$ cat src/rtl/fp_ctx_pkg.sv
package fp_ctx_pkg;

  typedef enum logic [1:0] {
    FS_ALWAYS_DIRTY = 2'd0,
    FS_WRITE_ONE    = 2'd1,
    FS_WRITE_ANY    = 2'd2
  } fsMode_e;

  localparam logic [1:0] FS_OFF   = 2'd0;
  localparam logic [1:0] FS_DIRTY = 2'd3;

  // Strobes from control to datapath
  typedef struct packed {
    logic       load;      // privileged load, wins over setDirty
    logic [1:0] loadVal;   // value after policy mapping
    logic       setDirty;  // hardware dirty event
  } fsStrobe_t;

endpackage

$ cat src/rtl/fp_ctx_ctrl.sv
module fp_ctx_ctrl
  import fp_ctx_pkg::*;
#(
  parameter fsMode_e MODE = FS_WRITE_ONE
) (
  input  logic       csrWrEn,
  input  logic [1:0] csrWrVal,
  input  logic       flagCsrWr,
  input  logic       rndCsrWr,
  input  logic       fullCsrWr,
  input  logic       fprWr,
  input  logic       cmpCvtDone,
  input  logic       cmpCvtExc,
  output fsStrobe_t  strobe
);

  logic cmpCvtMarks;
  logic [1:0] mappedVal;
  logic explicitEv;

  assign explicitEv = flagCsrWr | rndCsrWr | fullCsrWr | fprWr;

  generate
    if (MODE == FS_WRITE_ANY) begin : g_cmpAny
      logic unusedExc;
      assign unusedExc   = cmpCvtExc;
      assign cmpCvtMarks = cmpCvtDone | (unusedExc & 1'b0);
    end else begin : g_cmpExc
      assign cmpCvtMarks = cmpCvtDone & cmpCvtExc;
    end

    if (MODE == FS_ALWAYS_DIRTY) begin : g_collapse
      assign mappedVal = (csrWrVal == FS_OFF) ? FS_OFF : FS_DIRTY;
    end else begin : g_direct
      assign mappedVal = csrWrVal;
    end
  endgenerate

  always_comb begin
    strobe.load     = csrWrEn;
    strobe.loadVal  = mappedVal;
    strobe.setDirty = explicitEv | cmpCvtMarks;
  end

endmodule

$ cat src/rtl/fp_ctx_dp.sv
module fp_ctx_dp
  import fp_ctx_pkg::*;
#(
  parameter fsMode_e    MODE        = FS_WRITE_ONE,
  parameter logic [1:0] RESET_STATE = 2'd0,
  parameter int         XLEN        = 32,
  parameter int         FS_LSB      = 13
) (
  input  logic            clk,
  input  logic            rstN,
  input  fsStrobe_t       strobe,
  input  logic            fpInstr,
  input  logic            vecFpInstr,
  input  logic            otherCtxDirty,
  output logic [1:0]      fsField,
  output logic            sdBit,
  output logic [XLEN-1:0] statusWord,
  output logic            illegalInstr
);

  localparam logic [1:0] RESET_EFF =
    (MODE == FS_ALWAYS_DIRTY && RESET_STATE != FS_OFF) ? FS_DIRTY : RESET_STATE;

  logic [1:0] fsQ;

  always_ff @(posedge clk) begin
    if (!rstN)                fsQ <= RESET_EFF;
    else if (strobe.load)     fsQ <= strobe.loadVal;
    else if (strobe.setDirty) fsQ <= FS_DIRTY;
  end

  assign fsField      = fsQ;
  assign sdBit        = (fsQ == FS_DIRTY) | otherCtxDirty;
  assign illegalInstr = (fpInstr | vecFpInstr) & (fsQ == FS_OFF);

  always_comb begin
    statusWord               = '0;
    statusWord[FS_LSB +: 2]  = fsQ;
    statusWord[XLEN-1]       = sdBit;
  end

endmodule

$ cat src/rtl/fp_ctx_tracker.sv
module fp_ctx_tracker
  import fp_ctx_pkg::*;
#(
  parameter fsMode_e    MODE        = FS_WRITE_ONE,
  parameter logic [1:0] RESET_STATE = 2'd0,
  parameter int         XLEN        = 32,
  parameter int         FS_LSB      = 13
) (
  input  logic            clk,
  input  logic            rstN,
  input  logic            csrWrEn,
  input  logic [1:0]      csrWrVal,
  input  logic            flagCsrWr,
  input  logic            rndCsrWr,
  input  logic            fullCsrWr,
  input  logic            fprWr,
  input  logic            cmpCvtDone,
  input  logic            cmpCvtExc,
  input  logic            fpInstr,
  input  logic            vecFpInstr,
  input  logic            otherCtxDirty,
  output logic [1:0]      fsField,
  output logic            sdBit,
  output logic [XLEN-1:0] statusWord,
  output logic            illegalInstr
);

  fsStrobe_t strobe;

  fp_ctx_ctrl #(.MODE(MODE)) u_ctrl (
    .csrWrEn    (csrWrEn),
    .csrWrVal   (csrWrVal),
    .flagCsrWr  (flagCsrWr),
    .rndCsrWr   (rndCsrWr),
    .fullCsrWr  (fullCsrWr),
    .fprWr      (fprWr),
    .cmpCvtDone (cmpCvtDone),
    .cmpCvtExc  (cmpCvtExc),
    .strobe     (strobe)
  );

  fp_ctx_dp #(
    .MODE(MODE), .RESET_STATE(RESET_STATE), .XLEN(XLEN), .FS_LSB(FS_LSB)
  ) u_dp (
    .clk           (clk),
    .rstN          (rstN),
    .strobe        (strobe),
    .fpInstr       (fpInstr),
    .vecFpInstr    (vecFpInstr),
    .otherCtxDirty (otherCtxDirty),
    .fsField       (fsField),
    .sdBit         (sdBit),
    .statusWord    (statusWord),
    .illegalInstr  (illegalInstr)
  );

endmodule

$ cat config.mk
export PLATFORM = sky130hd
export DESIGN_NAME = fp_ctx_tracker
export DESIGN_NICKNAME = d
export VERILOG_FILES = /design/src/rtl/fp_ctx_pkg.sv /design/src/rtl/fp_ctx_ctrl.sv /design/src/rtl/fp_ctx_dp.sv /design/src/rtl/fp_ctx_tracker.sv
export SDC_FILE = /design/constraint.sdc
export NUM_CORES = 1
export LEC_CHECK = 0
export BUFFER_PORTS_ARGS = -buffer_cell sky130_fd_sc_hd__buf_2
export CAP_MARGIN = 30
export CORE_AREA = 2 2 39 41
export CTS_CLUSTER_SIZE = 30
export DETAILED_ROUTE_END_ITERATION = 8
export DIE_AREA = 0 0 41 43
export PLACE_DENSITY = 0.69
export SYNTH_ARGS = -nofsm -noshare
export SYNTH_HDL_FRONTEND = slang
export SYNTH_SLANG_ARGS = --single-unit
$ cat constraint.sdc
create_clock -name clk -period 1.86 [get_ports clk]
set_input_delay 0.279 -clock clk [delete_from_list [all_inputs] [get_ports clk]]
set_output_delay 0.279 -clock clk [all_outputs]
set_load 0.05 [all_outputs]
# Word-level counts from Yosys, hierarchy flattened
# Index checks and enable logic that the tools add are counted.
[word_totals]
regBits = 2
inputBits = 14
output_inout_bits = 36
elab_cells = 14
[op_classes]
n_eq_ne = 1
muxes = 2
bitwise_logic = 8
reduce_logical = 2
[ops]
columns = ["cell", "n"]
rows = [
  ["$or 1x1->1", 6],
  ["$mux 2", 2],
  ["$and 1x1->1", 2],
  ["$eq 2x2->1 const B", 1],
  ["$logic_not 2->1", 1],
  ["$reduce_bool 2->1", 1],
]

# Longest topological paths before layout
# Gate-level depths: netlist of the first run.
[depth]
ltp_word = 6
depth_mapped = 2
depth_no_buf = 2

# Hierarchy
# Synthesis of the first run repeated with hierarchy kept, for this count alone.
[unflattened]
hier_cells = 48
area_unflattened_um2 = 370.4
[by_module_without_submodules]
columns = ["module", "instances", "cells_each", "area_per_inst_um2", "seq_area_each_um2"]
rows = [
  ["fp_ctx_dp", 1, 42, 334.1, 40.0],
  ["fp_ctx_ctrl", 1, 6, 36.3, 0.0],
]

# Worst setup path after synthesis of the first run
# No wires, ideal clock.
[synth_path]
path_kind = "register -> output"
from = "reg u_dp.fsQ[0] (netlist: u_dp.fsField[0])"
to = "out illegalInstr"
arrival_ns = 1.655
required_time_ns = 1.581
path_slack_ns = -0.074
path_stages_with_launch = 2
n_path_buf = 0
cell_sequence = "dfxtp_1 > nor3_1"
[synth_between]
elab_chain_cells = 2
[synth_lines]
columns = ["element", "line", "source"]
rows = [
  ["start: declaration", "fp_ctx_dp.sv:24", "logic [1:0] fsQ;"],
  ["start signal: assignment", "fp_ctx_dp.sv:28", "else if (strobe.load) fsQ <= strobe.loadVal;"],
  ["$logic_not 2->1", "fp_ctx_dp.sv:34", "assign illegalInstr = (fpInstr | vecFpInstr) & (fsQ == FS_OFF);"],
  ["$and 1x1->1", "fp_ctx_dp.sv:34", ""],
  ["end: declaration", "fp_ctx_tracker.sv:25", "output logic illegalInstr"],
]
# No other way between the ends.

# Worst setup path after layout of the first run
[layout_path]
from = "reg u_dp.fsQ[0] (netlist: u_dp.fsField[0])"
to = "out sdBit"
[layout_between]
elab_chain_cells = 2
[layout_lines]
columns = ["element", "line", "source"]
rows = [
  ["$eq 2x2->1", "fp_ctx_dp.sv:33", "assign sdBit = (fsQ == FS_DIRTY) | otherCtxDirty;"],
  ["$or 1x1->1", "fp_ctx_dp.sv:33", ""],
  ["end: declaration", "fp_ctx_tracker.sv:23", "output logic sdBit,"],
]
# No other way between the ends.

==> metrics.md, run 1 <==
| Metric | Value |
|---|---|
| Remaining Overflow, GRT | `0` |
| DP Area | `339 sq um` |
| Commonest cells post-synth | `32 x buf_4, 3 x inv_1, 2 x a221oi_1, 2 x dfxtp_1, 2 x nor4_1` |
| Number of vias per cell | `3.40` |
| Power Dens Cells | `958 nW/um^2` |
| Pin count of the biggest net entering global routing | `6` |
| Synth warnings | `0` |
| Synth top area cells | `buf_4 69%, dfxtp_1 11%, a221oi_1 5.0%` |
| Minimum clock period | `1300 ps` |
| Area delta synth->final | `3.58%` |
| Detailed Route WL | `614 microns` |
| Post-CTS Hold Fix Bufs | `0` |
| I/O pin count | `50` |
| Final instance area | `362 sq um` |
| Fmax | `767 MHz` |
| Synthesized area | `349 sq um` |
| Routed len/inst | `7.58 microns` |
| Count leader, synth | `buf_4` |
| IO buf count | `20` |
| Starting Density | `25.2%` |
| Worst hold slack | `297 ps` |
| Crit path cell chain | `a21o_1 > buf_2` |
| First DRT Iteration DRCs | `3` |
| Crit Path Max Fanout | `5` |
| Slowest stage delay, CP | `400 ps` |
| Resize count post-CTS | `0` |
| Initial antenna violation count | `0` |
| Fin crit share | `70.1%` |
| Nets | `81` |
| Avg Cell Area, Syn | `7.59 sq um` |
| Crit path DAT | `1020 ps` |
| Area share of the leading cell type in the synthesized netlist | `68.8%` |
| CP max-delay cell | `dfxtp_1` |
| First-pass GRT wire length | `627 microns` |
| Final Hold Fails | `0` |
| Vias | `275` |
| CTS Buffer Depth | `2` |
| Largest register FFs | `2` |
| Setup Viol. Count Final | `0` |
| Status | `complete, no violations` |
| Final Core Density | `26.1%` |
| Crit path kind | `reg2out` |
| CP Launch Type | `flip-flop` |
| Worst skew pair latency | `220 ps` |
| ANT nets after route | `0` |
| Final HPWL from detailed placement | `525 microns` |
| Hold Path Class | `in2reg` |
| Top cell type by total area after synthesis | `buf_4` |
| Final setup skew | `0 ps` |
| N_diodes | `0` |
| CTS Sinks | `2` |
| Critical Path RT | `1580 ps` |
| Worst vdd ir | `0.175 mV` |
| Drt pass-1 iters | `2` |
| Max-Cap Viols | `0` |
| DIE HEIGHT | `43 microns` |
| RSZ-0062 raised after global routing | `false` |
| Row cnt | `14` |
| GRT Total Usage | `5.91%` |
| Residual DRC count | `0` |
| Non-filler cells, final | `81` |
| Worst Setup End Kind | `output pin` |
| Die width | `41 microns` |
| Post-synth EDFFs | `0` |
| Dpl cells | `78` |
| Total core area | `1380 sq um` |
| Post-Syn Instances | `46` |
| Clk pin slew, worst setup/hold paths | `30 ps` |
| Num CTS Buffers | `3` |
| Post-CTS Setup Inserts | `0` |
| Async set-reset flop share out of synthesis | `0%` |
| Vias in the first global route | `197` |
| Netlist cell types | `10` |
| Layout cells sized above 1 | `36.9%` |
| Final Max Tran Viols | `0` |
| Seq/Total Area, Yosys | `11.5%` |
| Pleak | `0.238 nW` |
| #FFs+latches synth | `2` |
| Clock Tree Root | `clkbuf_4` |
| H-tree depth | `1` |
| CTS tree | `yes` |
| Total Neg Setup Slack | `0 ps` |
| Ys flop type | `dfxtp_1` |
| GP Congestion | `0.489` |
| Die ar. | `1760 sq um` |
layout make-up:
type | count | area (sq um)
Fill cell | 166 | 1020
Sequential cell | 2 | 40.0
Timing Repair Buffer | 20 | 100
Tap cell | 16 | 20.0
Multi-Input combinational cell | 37 | 168
Clock buffer | 3 | 22.5
Inverter | 3 | 11.3
worst max-delay path: cells and delay by family (launching register included):
family | cells | cell delay [ps]
buffers and inverters | 1 | 250
DFF | 1 | 400
AOI/OAI and AO/OA | 1 | 150
path summary, 6_finish.rpt:
path,from,endpoint,slack [ps],cells past startpoint
worst max-delay path,u_dp.fsField[0],sdBit,560,2
worst min-delay path,csrWrEn,u_dp.fsField[0],300,2
worst max register to register,u_dp.fsField[1],u_dp.fsField[1],950,2
worst min register to register,u_dp.fsField[0],u_dp.fsField[0],800,2
metal layers:
metal,vias to the layer above,track usage (%),routed length [microns]
met5,-,0,0
met4,0,8.00,0
met3,0,1.57,163
met2,33,12.8,336
met1,117,0.955,114
li1,125,-,-
layout by cell type (no fill, tap or decap):
cell type  netlist  routed
nor2_1           1       1
inv_1            3       3
clkbuf_4         0       3
a211oi_1         1       1
a221oi_1         2       2
buf_2            0      20
dfxtp_1          2       2
nor4_1           2       2
conb_1           1      29
nor3_2           0       1
a21o_1           1       1
per-stage QoR:
stage                     power, mW  worst slack [ps]
after floorplan               0.279               140
after global placement        0.251               806
after detailed placement      0.252               787
after CTS                     0.352               539
after global routing          0.362               503
final                         0.346               557
report_power, final:
part	switching, mW	internal (mW)	total (mW)
registers	0.00424	0.0464	0.0506
clock network	0.0232	0.0710	0.0943
logic	0.179	0.0220	0.201
cell families after synthesis:
logic type	after synthesis	synth area share (%)
AO/OA/AOI/OAI	4	9.32
buffers and inverters	35	72.0
flip-flops	2	11.5
other	1	1.07
AND/OR/NAND/NOR	4	6.09
(Power assumes the default switching activity.)
==> run 2, diff against run 1 <==
- clock period: 1.86 -> 1.3 ns (I/O delays scaled with it)
==> run 2 against run 1 <==
Sequential share of layout area increased by 0.57 points. Critical path type unchanged. Cell area up 1.0%. Critical endpoint is now illegalInstr. Largest cell class unchanged. First-iteration DRC count down 100%.
==> metrics.md, run 2 (synthesis gave the netlist of run 1 again) <==
| Metric | Value |
|---|---|
| CP Launch Type | `flip-flop` |
| Detailed Route WL | `580 microns` |
| Final Core Density | `26.4%` |
| Nets | `81` |
| FILL cells | `157` |
| Die ar. | `1760 sq um` |
| Crit Path Max Fanout | `5` |
| Largest register FFs | `2` |
| Most common cell after layout, fill and taps aside | `conb_1` |
| Worst hold slack | `210 ps` |
| Routed len/inst | `7.16 microns` |
| Number of vias per cell | `3.31` |
| Residual DRC count | `0` |
| GP Congestion | `0.488` |
| Worst hold path depth | `2` |
| Final instance area | `365 sq um` |
| Crit path kind | `reg2out` |
| H-tree depth | `1` |
| Pleak | `0.237 nW` |
| Critical Path RT | `1110 ps` |
| Total Neg Setup Slack | `0 ps` |
| Commonest non-fill, non-tap cells in the layout | `29 x conb_1, 20 x buf_2, 3 x inv_1, 3 x clkbuf_4` |
| Row cnt | `14` |
| Worst Setup End Kind | `output pin` |
| First DRT Iteration DRCs | `0` |
| Minimum clock period | `1170 ps` |
| Worst vdd ir | `0.258 mV` |
| Fmax | `856 MHz` |
| Remaining Overflow, GRT | `0` |
| Crit path cell chain | `nor3_2 > buf_2` |
| Die width | `41 microns` |
| GRT Total Usage | `5.40%` |
| HP Start | `csrWrEn` |
| R2R setup slack | `450 ps` |
| Post-CTS Setup Inserts | `0` |
| Vias | `268` |
| DP Worst Slack | `358 ps` |
| Initial antenna violation count | `0` |
| N_diodes | `0` |
| Pin count of the biggest net entering global routing | `6` |
| Final setup skew | `0 ps` |
| Final Hold Fails | `0` |
| CP max-delay cell | `dfxtp_2` |
| Hold Path End | `u_dp.fsField[0]` |
| Hold Path Class | `in2reg` |
| First-pass GRT wire length | `524 microns` |
| Setup Viol. Count Final | `0` |
| Resize count post-CTS | `0` |
| Max-Cap Viols | `0` |
| IO buf count | `20` |
| RSZ-0062 raised after global routing | `false` |
| Power Dens Cells | `1350 nW/um^2` |
| Reg2reg end | `u_dp.fsField[0]` |
| I/O pin count | `50` |
| Slowest stage delay, CP | `330 ps` |
| Non-filler cells, final | `81` |
| Fin crit share | `89.8%` |
| Starting Density | `25.2%` |
| DP Area | `343 sq um` |
| ANT nets after route | `0` |
| Area delta synth->final | `4.66%` |
| CTS Buffer Depth | `2` |
| Vias in the first global route | `172` |
| Total core area | `1380 sq um` |
| Status | `complete, no violations` |
| Fin worst setup slack | `132 ps` |
| Final HPWL from detailed placement | `522 microns` |
| Dpl cells | `78` |
| DIE HEIGHT | `43 microns` |
| Final Max Tran Viols | `0` |
| Post-CTS Hold Fix Bufs | `0` |
| Worst skew pair latency | `220 ps` |
| Clk pin slew, worst setup/hold paths | `30 ps` |
| Drt pass-1 iters | `1` |
| CTS Sinks | `2` |
| Num CTS Buffers | `3` |
| Reg2reg start | `u_dp.fsField[0]` |
| Clock Tree Root | `clkbuf_4` |
| CTS tree | `yes` |
| Crit path DAT | `970 ps` |
| R2r worst-path depth | `2` |
| Layout cells sized above 1 | `41.5%` |
| Overall power | `0.495 mW` |
==> run 2: cell counts in the layout (fill, tap and decap cells not counted) <==
No cell type changed its count.
==> run 2: area by class of cell <==
type                       instances  area (sq um)  share of cell area [%]
clock buffer                       3          22.5                    6.16
inverter                           3          11.3                    3.08
tap                               16          20.0                    5.48
multi-input combinational         37           169                    46.2
timing repair buffer              20           100                    27.4
sequential                         2          42.5                    11.6
==> run 2: critical path: cells and delay by family (launching register included) <==
family                 cells  cell delay [ps]
flip-flops                 1              330
buffers and inverters      1              270
AND/OR/NAND/NOR            1              150
==> run 2: worst max-delay path by stage <==
stage / startpoint / endpoint / slack [ps] / depth (start not counted)
floorplan: u_dp.fsField[0] / illegalInstr / -10 / 1
global placement: u_dp.fsField[0] / illegalInstr / 360 / 2
detailed placement: u_dp.fsField[1] / sdBit / 360 / 2
CTS: u_dp.fsField[0] / illegalInstr / 110 / 2
global route: u_dp.fsField[0] / illegalInstr / 80 / 2
finish: u_dp.fsField[0] / illegalInstr / 130 / 2
==> run 2: per-layer routing <==
metal | share of wire (%) | GRT usage, %
met2 | 48 | 9.38
met5 | 0 | 0
met1 | 22 | 0.952
met4 | 1.4 | 12.0
met3 | 28 | 1.57
==> run 2: power breakdown <==
part	leakage, nW	internal (mW)	switching (mW)
registers	0.0171	0.0673	0.00574
logic	0.206	0.0320	0.256
clock network	0.0138	0.101	0.0319
total	0.237	0.201	0.294
